[src/rtl/priv_trap_pkg.sv]
package priv_trap_pkg;

  typedef enum logic [2:0] {
    CTL_NONE    = 3'd0,
    CTL_IE_SET  = 3'd1,
    CTL_IE_CLR  = 3'd2,
    CTL_VEC_WR  = 3'd3,
    CTL_STAT_WR = 3'd4,
    CTL_TMR_LD  = 3'd5
  } ctl_op_e;

  typedef struct packed {
    logic kmode;
    logic ie;
  } stat_t;

  localparam stat_t STAT_BOOT = '{kmode: 1'b1, ie: 1'b0};

endpackage

[src/rtl/trap_vec_table.sv]
module trap_vec_table #(
  parameter int VEC_N = 16,
  parameter int XLEN  = 32,
  localparam int IW   = $clog2(VEC_N)
) (
  input  logic            clk,
  input  logic            rst_n,
  input  logic            we,
  input  logic [IW-1:0]   widx,
  input  logic [XLEN-1:0] wdata,
  input  logic [IW-1:0]   ridx,
  output logic [XLEN-1:0] rdata
);

  logic [XLEN-1:0] entry [VEC_N];

  for (genvar g = 0; g < VEC_N; g++) begin : g_entry
    always_ff @(posedge clk) begin
      if (!rst_n)
        entry[g] <= '0;
      else if (we && widx == IW'(g))
        entry[g] <= wdata;
    end
  end

  assign rdata = entry[ridx];

  assert_install_R10: assert property (@(posedge clk) disable iff (!rst_n)
    we |=> entry[$past(widx)] == $past(wdata));

endmodule

[src/rtl/trap_timer.sv]
module trap_timer #(
  parameter int TMR_W = 16
) (
  input  logic             clk,
  input  logic             rst_n,
  input  logic             load,
  input  logic [TMR_W-1:0] load_val,
  input  logic             ack,
  output logic             pend
);

  logic [TMR_W-1:0] cnt_q;

  always_ff @(posedge clk) begin
    if (!rst_n) begin
      cnt_q <= '0;
      pend  <= 1'b0;
    end else if (load) begin
      cnt_q <= load_val;
      pend  <= 1'b0;
    end else begin
      if (cnt_q != '0)
        cnt_q <= cnt_q - 1'b1;
      if (cnt_q == TMR_W'(1))
        pend <= 1'b1;
      else if (ack)
        pend <= 1'b0;
    end
  end

  assert_expire_R7: assert property (@(posedge clk) disable iff (!rst_n)
    (!load && cnt_q == TMR_W'(1)) |=> pend);

  assert_load_clears_R7: assert property (@(posedge clk) disable iff (!rst_n)
    load |=> !pend);

endmodule

[src/rtl/trap_arbiter.sv]
module trap_arbiter #(
  parameter int NUM_IRQ    = 8,
  parameter int CW         = 4,
  parameter int TRAP_CAUSE = 15,
  parameter int PRIV_CAUSE = 14
) (
  input  logic               exc_req,
  input  logic [CW-1:0]      exc_code,
  input  logic               priv_viol,
  input  logic               trap_req,
  input  logic               int_ok,
  input  logic               tmr_pend,
  input  logic [NUM_IRQ-1:0] irq,
  output logic               take,
  output logic [CW-1:0]      cause,
  output logic               is_trap,
  output logic               tmr_ack
);

  logic [NUM_IRQ-1:0] first;
  logic [CW-1:0]      irq_cause;

  assign first[0] = irq[0];
  for (genvar k = 1; k < NUM_IRQ; k++) begin : g_first
    assign first[k] = irq[k] & ~(|irq[k-1:0]);
  end

  always_comb begin
    irq_cause = '0;
    for (int k = 0; k < NUM_IRQ; k++)
      if (first[k]) irq_cause = irq_cause | CW'(k + 1);
  end

  always_comb begin
    take    = 1'b1;
    cause   = '0;
    is_trap = 1'b0;
    tmr_ack = 1'b0;
    if (exc_req)
      cause = exc_code;
    else if (priv_viol)
      cause = CW'(PRIV_CAUSE);
    else if (trap_req) begin
      cause   = CW'(TRAP_CAUSE);
      is_trap = 1'b1;
    end else if (int_ok && tmr_pend) begin
      cause   = '0;
      tmr_ack = 1'b1;
    end else if (int_ok && |irq)
      cause = irq_cause;
    else
      take = 1'b0;
  end

endmodule

[src/rtl/priv_trap_ctrl.sv]
module priv_trap_ctrl #(
  parameter int XLEN    = 32,
  parameter int NUM_IRQ = 8,
  parameter int VEC_N   = 16,
  parameter int TMR_W   = 16,
  parameter int SVC_W   = 8,
  localparam int CW     = $clog2(VEC_N)
) (
  input  logic               clk,
  input  logic               rst_n,
  input  logic               commit_i,
  input  logic [XLEN-1:0]    pc_i,
  input  logic [NUM_IRQ-1:0] irq_i,
  input  logic               trap_req_i,
  input  logic [SVC_W-1:0]   trap_svc_i,
  input  logic               exc_req_i,
  input  logic [CW-1:0]      exc_code_i,
  input  logic               rett_i,
  input  logic [2:0]         ctl_op_i,
  input  logic [CW-1:0]      ctl_idx_i,
  input  logic [XLEN-1:0]    ctl_data_i,
  output logic               redirect_o,
  output logic [XLEN-1:0]    next_pc_o,
  output logic [CW-1:0]      cause_o,
  output logic               kmode_o,
  output logic               ie_o,
  output logic [XLEN-1:0]    epc_o,
  output logic [1:0]         estatus_o,
  output logic [SVC_W-1:0]   svc_o
);
  import priv_trap_pkg::*;

  localparam int TRAP_CAUSE = VEC_N - 1;
  localparam int PRIV_CAUSE = VEC_N - 2;

  stat_t            st_q, est_q;
  logic [XLEN-1:0]  epc_q, npc_q;
  logic [CW-1:0]    cause_q;
  logic [SVC_W-1:0] svc_q;
  logic             redir_q;

  ctl_op_e          op;
  logic             op_valid, priv_viol, take, is_trap, tmr_ack, tmr_pend;
  logic             do_ctl, rett_go;
  logic [CW-1:0]    cause_d;
  logic [XLEN-1:0]  vec_rdata;

  always_comb begin
    op       = CTL_NONE;
    op_valid = 1'b1;
    case (ctl_op_i)
      3'd1:    op = CTL_IE_SET;
      3'd2:    op = CTL_IE_CLR;
      3'd3:    op = CTL_VEC_WR;
      3'd4:    op = CTL_STAT_WR;
      3'd5:    op = CTL_TMR_LD;
      default: op_valid = 1'b0;
    endcase
  end

  assign priv_viol = !st_q.kmode && (op_valid || rett_i);
  assign do_ctl    = st_q.kmode && !take && !rett_i && op_valid;
  assign rett_go   = st_q.kmode && !take && rett_i;

  trap_arbiter #(
    .NUM_IRQ(NUM_IRQ), .CW(CW), .TRAP_CAUSE(TRAP_CAUSE), .PRIV_CAUSE(PRIV_CAUSE)
  ) u_arb (
    .exc_req  (exc_req_i),
    .exc_code (exc_code_i),
    .priv_viol(priv_viol),
    .trap_req (trap_req_i),
    .int_ok   (commit_i && st_q.ie),
    .tmr_pend (tmr_pend),
    .irq      (irq_i),
    .take     (take),
    .cause    (cause_d),
    .is_trap  (is_trap),
    .tmr_ack  (tmr_ack)
  );

  trap_vec_table #(.VEC_N(VEC_N), .XLEN(XLEN)) u_vec (
    .clk  (clk),
    .rst_n(rst_n),
    .we   (do_ctl && op == CTL_VEC_WR),
    .widx (ctl_idx_i),
    .wdata(ctl_data_i),
    .ridx (cause_d),
    .rdata(vec_rdata)
  );

  trap_timer #(.TMR_W(TMR_W)) u_tmr (
    .clk     (clk),
    .rst_n   (rst_n),
    .load    (do_ctl && op == CTL_TMR_LD),
    .load_val(ctl_data_i[TMR_W-1:0]),
    .ack     (take && tmr_ack),
    .pend    (tmr_pend)
  );

  always_ff @(posedge clk) begin
    if (!rst_n) begin
      st_q    <= STAT_BOOT;
      est_q   <= '0;
      epc_q   <= '0;
      npc_q   <= '0;
      cause_q <= '0;
      svc_q   <= '0;
      redir_q <= 1'b0;
    end else begin
      redir_q <= 1'b0;
      if (take) begin
        est_q   <= st_q;
        epc_q   <= pc_i;
        st_q    <= STAT_BOOT;
        cause_q <= cause_d;
        npc_q   <= vec_rdata;
        redir_q <= 1'b1;
        if (is_trap) svc_q <= trap_svc_i;
      end else if (rett_go) begin
        st_q    <= est_q;
        npc_q   <= epc_q;
        redir_q <= 1'b1;
      end else if (do_ctl) begin
        case (op)
          CTL_IE_SET:  st_q.ie <= 1'b1;
          CTL_IE_CLR:  st_q.ie <= 1'b0;
          CTL_STAT_WR: st_q    <= '{kmode: ctl_data_i[1], ie: ctl_data_i[0]};
          default:     ;
        endcase
      end
    end
  end

  assign redirect_o = redir_q;
  assign next_pc_o  = npc_q;
  assign cause_o    = cause_q;
  assign kmode_o    = st_q.kmode;
  assign ie_o       = st_q.ie;
  assign epc_o      = epc_q;
  assign estatus_o  = est_q;
  assign svc_o      = svc_q;

  assert_entry_kernel_R2: assert property (@(posedge clk) disable iff (!rst_n)
    take |=> kmode_o && !ie_o && redirect_o);

  assert_epc_saved_R2: assert property (@(posedge clk) disable iff (!rst_n)
    take |=> epc_o == $past(pc_i) && estatus_o == $past({kmode_o, ie_o}));

  assert_exc_wins_R3: assert property (@(posedge clk) disable iff (!rst_n)
    exc_req_i |=> redirect_o && cause_o == $past(exc_code_i));

  assert_trap_svc_R4: assert property (@(posedge clk) disable iff (!rst_n)
    (trap_req_i && !exc_req_i && !priv_viol) |=>
      svc_o == $past(trap_svc_i) && cause_o == CW'(TRAP_CAUSE));

  assert_user_ctl_R5: assert property (@(posedge clk) disable iff (!rst_n)
    (!kmode_o && op_valid && !exc_req_i) |=>
      redirect_o && kmode_o && cause_o == CW'(PRIV_CAUSE));

  assert_rett_restore_R6: assert property (@(posedge clk) disable iff (!rst_n)
    rett_go |=> {kmode_o, ie_o} == $past(estatus_o) && next_pc_o == $past(epc_o)
                && redirect_o);

  assert_irq_gate_R8: assert property (@(posedge clk) disable iff (!rst_n)
    (!exc_req_i && !trap_req_i && ctl_op_i == 3'd0 && !rett_i && !commit_i)
      |=> !redirect_o);

endmodule

[config.mk]
export PLATFORM = sky130hd
export DESIGN_NAME = priv_trap_ctrl
export DESIGN_NICKNAME = d
export VERILOG_FILES = /design/src/rtl/priv_trap_pkg.sv /design/src/rtl/trap_vec_table.sv /design/src/rtl/trap_timer.sv /design/src/rtl/trap_arbiter.sv /design/src/rtl/priv_trap_ctrl.sv
export SDC_FILE = /design/constraint.sdc
export NUM_CORES = 1
export LEC_CHECK = 0
export ABC_AREA = 1
export BUFFER_PORTS_ARGS = -buffer_cell sky130_fd_sc_hd__buf_2
export CAP_MARGIN = 25
export CORE_AREA = 2 2 293 295
export DETAILED_ROUTE_END_ITERATION = 6
export DIE_AREA = 0 0 295 297
export HOLD_SLACK_MARGIN = 0.05
export MAX_ROUTING_LAYER = met4
export PLACE_DENSITY_LB_ADDON = 0.12
export SYNTH_ARGS = -nofsm -noshare
export SYNTH_HDL_FRONTEND = slang
export SYNTH_SLANG_ARGS = --single-unit
export TNS_END_PERCENT = 50
[constraint.sdc]
create_clock -name clk -period 4.55 [get_ports clk]
set_input_delay 0.455 -clock clk [delete_from_list [all_inputs] [get_ports clk]]
set_output_delay 0.455 -clock clk [all_outputs]
set_load 0.02 [all_outputs]
## Word level (Yosys, flattened, before mapping)

Memories as Yosys holds them, arrays and structs flattened.
Index checks and enable logic that the tools add are counted.

| storage, ports and cells | value |
|---|---|
| memories | 1 |
| output and inout port bits | 81 |
| register bits | 98 |
| bits in writable memories | 512 |
| word-level logic and storage cells | 226 |
| bits in latches | 0 |
| memory bits (read-only) | 0 |

| cells by class | value |
|---|---|
| reduce and logical (&&, ||, !) cells | 52 |
| shift-type cells | 0 |
| mux-type cells | 104 |
| add/sub/neg operators | 1 |
| divide/modulo/power cells | 0 |
| bitwise logic cells | 31 |
| multiply operators | 0 |
| $lt $le $gt $ge | 0 |
| equal/unequal tests | 26 |

Memory list:

| memory | words | width | rd ports | clocked after Yosys merged registers in | write ports | RTL line | source |
|---|---|---|---|---|---|---|---|
| u_vec.entry | 16 | 32 | 1 | 0 | 16 | trap_vec_table.sv:15 | `logic [XLEN-1:0] entry [VEC_N];` |

Operator list:

| operator | number |
|---|---|
| 2-to-1 mux 32 bit | 18 |
| 2-to-1 mux 1 bit | 68 |
| == test 4 bit, second input constant | 8 |
| 2-to-1 mux 16 bit | 2 |
| logical AND 1 bit | 27 |
| 2-to-1 mux 4 bit | 6 |
| == test 16 x 1 -> 1 bit, second input constant | 1 |
| == test 4 x 3 -> 1 bit, second input constant | 4 |
| OR 1 bit | 16 |
| nonzero test 16 bit | 1 |
| subtractor 16 x 1 -> 16 bit, second input constant | 1 |
| case mux 3 bit (5 select lines) | 1 |
| == test 3 x 2 -> 1 bit, second input constant | 4 |
| == test 3 bit, second input constant | 4 |
| 2-to-1 mux 3 bit | 4 |
| nonzero test 2 bit | 5 |
| OR reduction 5 bit | 2 |
| == test 4 x 2 -> 1 bit, second input constant | 2 |
| 2-to-1 mux 2 bit | 4 |
| NOT 1 bit | 8 |
| OR reduction 8 bit | 1 |
| AND 1 bit | 7 |
| OR reduction 7 bit | 1 |
| == test 3 x 1 -> 1 bit, second input constant | 2 |
| other kinds (11) | 17 |

## Logic depth before layout (Yosys ltp)

| depth | value |
|---|---|
| word-level depth | 17 |
| depth in mapped cells | 19 |
| mapped depth without buffers | 18 |

## Cells and area by module

A second synthesis with hierarchy kept.

| second synthesis, totals | value |
|---|---|
| cell total of the unflattened synthesis | 3,405 |
| area, all modules | 29,041.6 sq um |

Modules (own cells, without submodules):

| module | area each (sq um) | instances | cells an instance |
|---|---|---|---|
| trap_vec_table | 24,469.7 | 1 | 2,748 |
| priv_trap_ctrl | 3,161.8 | 1 | 425 |
| trap_timer | 1,166.1 | 1 | 180 |
| trap_arbiter | 244.0 | 1 | 52 |

## Least setup slack after synthesis

OpenSTA, ideal clock, no wires.

| timing | value |
|---|---|
| path kind | in2reg |
| start point | input ctl_op_i[2] |
| end point | memory u_vec.entry[10][0] (enable) |
| setup slack | -0.107 ns |
| data arrival time | 4.191 ns |
| cell stages on the path | 16 |
| cell sequence | inv_1 > nand2_1 > nand2_2 > nor2_2 > nand2_1 > nand2_1 > nand2_1 > inv_2 > nand2_2 > inv_2 > nand2_1 > nor2_2 > nand4_4 > nor3_4 > inv_1 > o21ai_0 |

RTL lines:

| element | RTL line | source |
|---|---|---|
| start: declaration | priv_trap_ctrl.sv:19 | `input logic [2:0] ctl_op_i,` |
| end: declaration | trap_vec_table.sv:15 |  |

==> metrics.txt <==
# TYPE chip_impl_metric gauge
chip_impl_info{name="status",value="completed"} 1
chip_impl_metric{name="fin_worst_skew",unit="ns"} 0.0271
chip_impl_metric{name="fin_setup_tns",unit="ns"} 0
chip_impl_metric{name="layout_worst_path_cycle_share",unit="%"} 72.5
chip_impl_metric{name="pwr-share-clk",unit="%"} 39.9
chip_impl_metric{name="crit_path_max_incr_delay",unit="ns"} 0.57
chip_impl_metric{name="rows",unit=""} 107
chip_impl_metric{name="die_width",unit="µm"} 295
chip_impl_metric{name="drv.max_cap_violation_count",unit=""} 0
chip_impl_metric{name="fin_crit",unit="ns"} 3.30
chip_impl_metric{name="wl_per_cell",unit="µm"} 21.8
chip_impl_metric{name="htree_num_levels",unit=""} 3
chip_impl_metric{name="synthesis.nets",unit=""} 3441
chip_impl_metric{name="netlist_instances",unit=""} 3342
chip_impl_metric{name="holdPathStages",unit=""} 3
chip_impl_metric{name="area_growth",unit="%"} 17.6
chip_impl_info{name="netlist.top_cell.by_area",value="sky130_fd_sc_hd__edfxtp_1"} 1
chip_impl_metric{name="chipHeight",unit="µm"} 297
chip_impl_metric{name="timing.final.setup_violations",unit=""} 0
chip_impl_metric{name="via_cell_ratio",unit=""} 4.98
chip_impl_metric{name="final-max-slew-violation-count",unit=""} 0
chip_impl_metric{name="place_hpwl",unit="mm"} 60.4
chip_impl_metric{name="pwr-share-comb",unit="%"} 14.2
chip_impl_metric{name="r2r.worst_path.cells",unit=""} 13
chip_impl_metric{name="gr-total-overflow",unit=""} 0
chip_impl_metric{name="port_bufs",unit=""} 177
chip_impl_metric{name="synth_warnings",unit=""} 0
chip_impl_metric{name="syn-cell-area",unit="µm²"} 29300
chip_impl_info{name="clock_tree.root_cell",value="sky130_fd_sc_hd__clkbuf_16"} 1
chip_impl_metric{name="final_nets",unit=""} 3554
chip_impl_metric{name="numCtsBuffers",unit=""} 71
chip_impl_metric{name="cp_num_buf_inv",unit=""} 5
chip_impl_info{name="setup.worst_path.class",value="reg -> reg"} 1
chip_impl_metric{name="maximum_number_of_pins_on_one_net_before_global_route_repair",unit=""} 190
chip_impl_metric{name="grt_pass1_vias",unit=""} 22100
chip_impl_metric{name="net-switching-power",unit="mW"} 3.89
chip_impl_metric{name="design.die.area",unit="µm²"} 87600
chip_impl_info{name="crit_path_end",value="u_vec.entry[3][30]$_SDFFCE_PN0P_"} 1
chip_impl_metric{name="finalHoldViolCount",unit=""} 0
chip_impl_metric{name="internal_power",unit="mW"} 10.2
chip_impl_metric{name="power.share.sequential",unit="%"} 45.9
chip_impl_metric{name="drt_pre_antenna_iters",unit=""} 6
chip_impl_metric{name="critical_path.max_fanout",unit=""} 22
chip_impl_info{name="cpMostUsedCell",value="sky130_fd_sc_hd__nand2_1"} 1
chip_impl_metric{name="arrival",unit="ns"} 3.61
chip_impl_metric{name="whs",unit="ns"} 0.118
chip_impl_metric{name="cts_post_setup_buffers_inserted",unit=""} 0
chip_impl_metric{name="core",unit="µm²"} 84500
chip_impl_metric{name="post_cts.resized_instances",unit=""} 0
chip_impl_metric{name="synth-async-reset-ratio",unit="%"} 0
chip_impl_metric{name="io_pins",unit=""} 178
chip_impl_metric{name="cts_hold_buf",unit=""} 32
chip_impl_metric{name="detail_route.iter0.violations",unit=""} 2093
chip_impl_metric{name="report.power.total",unit="mW"} 14.1
chip_impl_metric{name="vias",unit=""} 23200
chip_impl_metric{name="postSynthRegisterBits",unit=""} 610
chip_impl_info{name="crit_path_start_kind",value="register"} 1
chip_impl_metric{name="synth.yosys.seq_area_share",unit="%"} 59.2
chip_impl_metric{name="p_per_area",unit="nW/µm²"} 408
chip_impl_info{name="synthTopCellsByArea",value="sky130_fd_sc_hd__edfxtp_1 (53%), sky130_fd_sc_hd__nand3_1 (12%), sky130_fd_sc_hd__nor2_1 (7.1%), sky130_fd_sc_hd__inv_1 (6.7%), sky130_fd_sc_hd__dfxtp_1 (6.7%)"} 1
chip_impl_metric{name="antenna_found_initial",unit=""} 3
chip_impl_metric{name="irDropWorstVdd",unit="V"} 0.000306
chip_impl_info{name="family_with_the_most_delay_on_the_worst_path",value="simple AND/OR/NAND/NOR gates"} 1
chip_impl_metric{name="worst_setup_hold_path_clk_slew",unit="ns"} 0.06
chip_impl_metric{name="worst-slew-pin-transition",unit="ns"} 1.13
chip_impl_metric{name="antenna_violating_nets_post_route",unit=""} 0
chip_impl_metric{name="fraction_of_layout_cells_with_a_size_suffix_above_1",unit="%"} 11.4
chip_impl_info{name="worstHoldPathType",value="in -> reg"} 1
chip_impl_metric{name="min_setup_slack_post_route",unit="ns"} 1.25
chip_impl_info{name="reg2reg_to",value="u_vec.entry[3][30]$_SDFFCE_PN0P_"} 1
chip_impl_metric{name="synth_area_per_cell",unit="µm²"} 8.76
chip_impl_metric{name="fin_util",unit="%"} 40.7
chip_impl_metric{name="static-leakage-power",unit="nW"} 15.1
chip_impl_info{name="worst_r2r_startpoint",value="kmode_o$_SDFFE_PP1P_"} 1
chip_impl_metric{name="globalplace.congestion",unit=""} 0.827
chip_impl_metric{name="grt_first_pass_wirelength",unit="mm"} 148
chip_impl_metric{name="area_fraction_of_the_dominant_cell_type_after_synthesis",unit="%"} 52.5
chip_impl_metric{name="synth_enable_flop_cells",unit=""} 512
chip_impl_info{name="critical_path.cell_chain",value="inv_1 -> nand2_1 -> nand2_1 -> inv_2 -> nand2_2 -> inv_2 -> nand2_1 -> nor2_2 -> nand4_4 -> nor3_4 -> inv_1 -> o21ai_4 -> buf_12"} 1
chip_impl_metric{name="drc_violations",unit=""} 0
chip_impl_info{name="cts_tree",value="yes"} 1
chip_impl_metric{name="globalRouteTotalUtil",unit="%"} 23.6
chip_impl_metric{name="crit_required",unit="ns"} 4.86
chip_impl_metric{name="dpl_worst_slack",unit="ns"} 0.730
chip_impl_info{name="cp-startpoint",value="kmode_o$_SDFFE_PP1P_"} 1
chip_impl_info{name="setup.worst_path.end_class",value="register"} 1
chip_impl_metric{name="ys_types",unit=""} 32
chip_impl_metric{name="cts_max_path_buffers",unit=""} 3
chip_impl_metric{name="clock_latency",unit="ns"} 0.62
chip_impl_metric{name="wl",unit="mm"} 101
chip_impl_metric{name="path_depth",unit=""} 13
chip_impl_info{name="ys.flop_type",value="sky130_fd_sc_hd__edfxtp_1"} 1
chip_impl_metric{name="reg2reg_slack",unit="ns"} 1.25
chip_impl_metric{name="clock-sinks",unit=""} 610
chip_impl_metric{name="sw_share",unit="%"} 27.6
chip_impl_info{name="crit_slowest_cell",value="sky130_fd_sc_hd__o21ai_4"} 1
chip_impl_metric{name="worst_slew_margin_rel",unit="%"} 24.9
chip_impl_metric{name="floorplan.initialDensity",unit="%"} 34.7
chip_impl_info{name="rsz_0062_raised_after_global_routing",value="no"} 1
chip_impl_metric{name="fmaxAchievable",unit="MHz"} 303
-- routing by layer --
metal / up-vias / part of all wire (%) / global-route usage, %
met3: 120 / 8.5 / 4.93
met2: 822 / 45 / 35.9
met1: 11200 / 45 / 32.5
met5: - / 0 / -
li1: 11100 / - / -
met4: 0 / 1.5 / 4.68
-- tightest hold or removal path, cell delays in order --
cell and delay [ns]:
sky130_fd_sc_hd__buf_2 0.11, sky130_fd_sc_hd__nand2_1 0.06, sky130_fd_sc_hd__a21oi_1 0.06
-- synth_stat cells (2+ instances only) --
library cell,n
sky130_fd_sc_hd__a22o_1,7
sky130_fd_sc_hd__clkbuf_1,197
sky130_fd_sc_hd__inv_2,4
sky130_fd_sc_hd__nor3_2,2
sky130_fd_sc_hd__nand3_1,690
sky130_fd_sc_hd__o21ai_0,54
sky130_fd_sc_hd__o21ai_1,2
sky130_fd_sc_hd__dfxtp_1,98
sky130_fd_sc_hd__nor3_4,2
sky130_fd_sc_hd__buf_1,17
sky130_fd_sc_hd__buf_2,24
sky130_fd_sc_hd__nor2_1,557
sky130_fd_sc_hd__xor2_1,8
sky130_fd_sc_hd__a21oi_1,31
sky130_fd_sc_hd__xnor2_1,2
sky130_fd_sc_hd__nand3b_1,129
sky130_fd_sc_hd__inv_1,525
sky130_fd_sc_hd__nor3_1,7
sky130_fd_sc_hd__edfxtp_1,512
sky130_fd_sc_hd__clkinv_1,4
sky130_fd_sc_hd__nand2_2,2
sky130_fd_sc_hd__nor2_2,2
sky130_fd_sc_hd__nand2_1,456
sky130_fd_sc_hd__ha_1,2
-- power groups by stage --
stage / Clock [mW] / Combinational, mW / Sequential [mW]
global placement: 0 / 1.98 / 6.56
finish: 5.61 / 2.00 / 6.45
CTS: 5.70 / 2.01 / 6.45
detailed placement: 0 / 1.98 / 6.56
global route: 5.92 / 2.21 / 6.48
floorplan: 0 / 1.14 / 6.63
-- final cells by class --
type                       count  area, µm²
clock buffer                  96       1950
tap                         1144       1430
timing repair buffer         278       2040
clock inverter                34        287
fill                        8383      50100
antenna                        3       7.51
inverter                     533       2000
multi-input combinational   1961       9360
sequential                   610      17300
-- stage by stage --
stage / instances / area (µm²)
6_report: 4659 / 34400
5_1_grt: 4659 / 34400
4_1_cts: 4655 / 34400
3_5_place_dp: 4493 / 31800
3_3_place_gp: 4493 / 31800
2_1_floorplan: 3342 / 29300
-- placed cells by master, fill, tap and decap left out, types with 30 or more instances in the layout --
cell type and count:
sky130_fd_sc_hd__dfxtp_1 98, sky130_fd_sc_hd__a21oi_1 30, sky130_fd_sc_hd__clkbuf_16 73, sky130_fd_sc_hd__buf_4 45, sky130_fd_sc_hd__nand3_1 674, sky130_fd_sc_hd__nand2_1 453, sky130_fd_sc_hd__o21ai_0 37, sky130_fd_sc_hd__buf_2 176
sky130_fd_sc_hd__dlygate4sd3_1 32, sky130_fd_sc_hd__nor2_1 554, sky130_fd_sc_hd__inv_1 525, sky130_fd_sc_hd__nand3b_1 129, sky130_fd_sc_hd__edfxtp_1 512
-- sequential cells by signal, summed over array words and instances (netlist names) --
name / count
estatus_o: 2
redirect_o: 1
u_tmr.pend: 1
next_pc_o: 32
epc_o: 32
u_vec.entry: 512
svc_o: 8
ie_o: 1
u_tmr.cnt_q: 16
cause_o: 4
kmode_o: 1
-- kinds of logic (layout without fill, tap and decap cells) --
| family | count (synthesis) | in the layout | synth area share [%] |
|---|---|---|---|
| fa+ha+maj | 2 | 2 | 0.0855 |
| other cells | 0 | 3 | 0 |
| xor+xnor | 10 | 10 | 0.299 |
| flops | 610 | 610 | 59.2 |
| buf+inv | 771 | 941 | 9.99 |
| simple gates | 1851 | 1851 | 28.6 |
| compound gates | 98 | 98 | 1.80 |
-- worst min-delay path by stage --
stage | end | startpoint
2_1_floorplan | u_tmr.cnt_q[1]$_SDFFE_PN0P_ | u_tmr.cnt_q[1]$_SDFFE_PN0P_
3_3_place_gp | svc_o[7]$_SDFFE_PN0P_ | svc_o[7]$_SDFFE_PN0P_
3_5_place_dp | svc_o[5]$_SDFFE_PN0P_ | svc_o[5]$_SDFFE_PN0P_
4_1_cts | u_tmr.cnt_q[2]$_SDFFE_PN0P_ | ctl_data_i[2]
5_1_grt | u_tmr.cnt_q[2]$_SDFFE_PN0P_ | ctl_data_i[2]
6_report | u_tmr.cnt_q[2]$_SDFFE_PN0P_ | ctl_data_i[2]
Note: power is estimated with default switching activity, not from simulation.
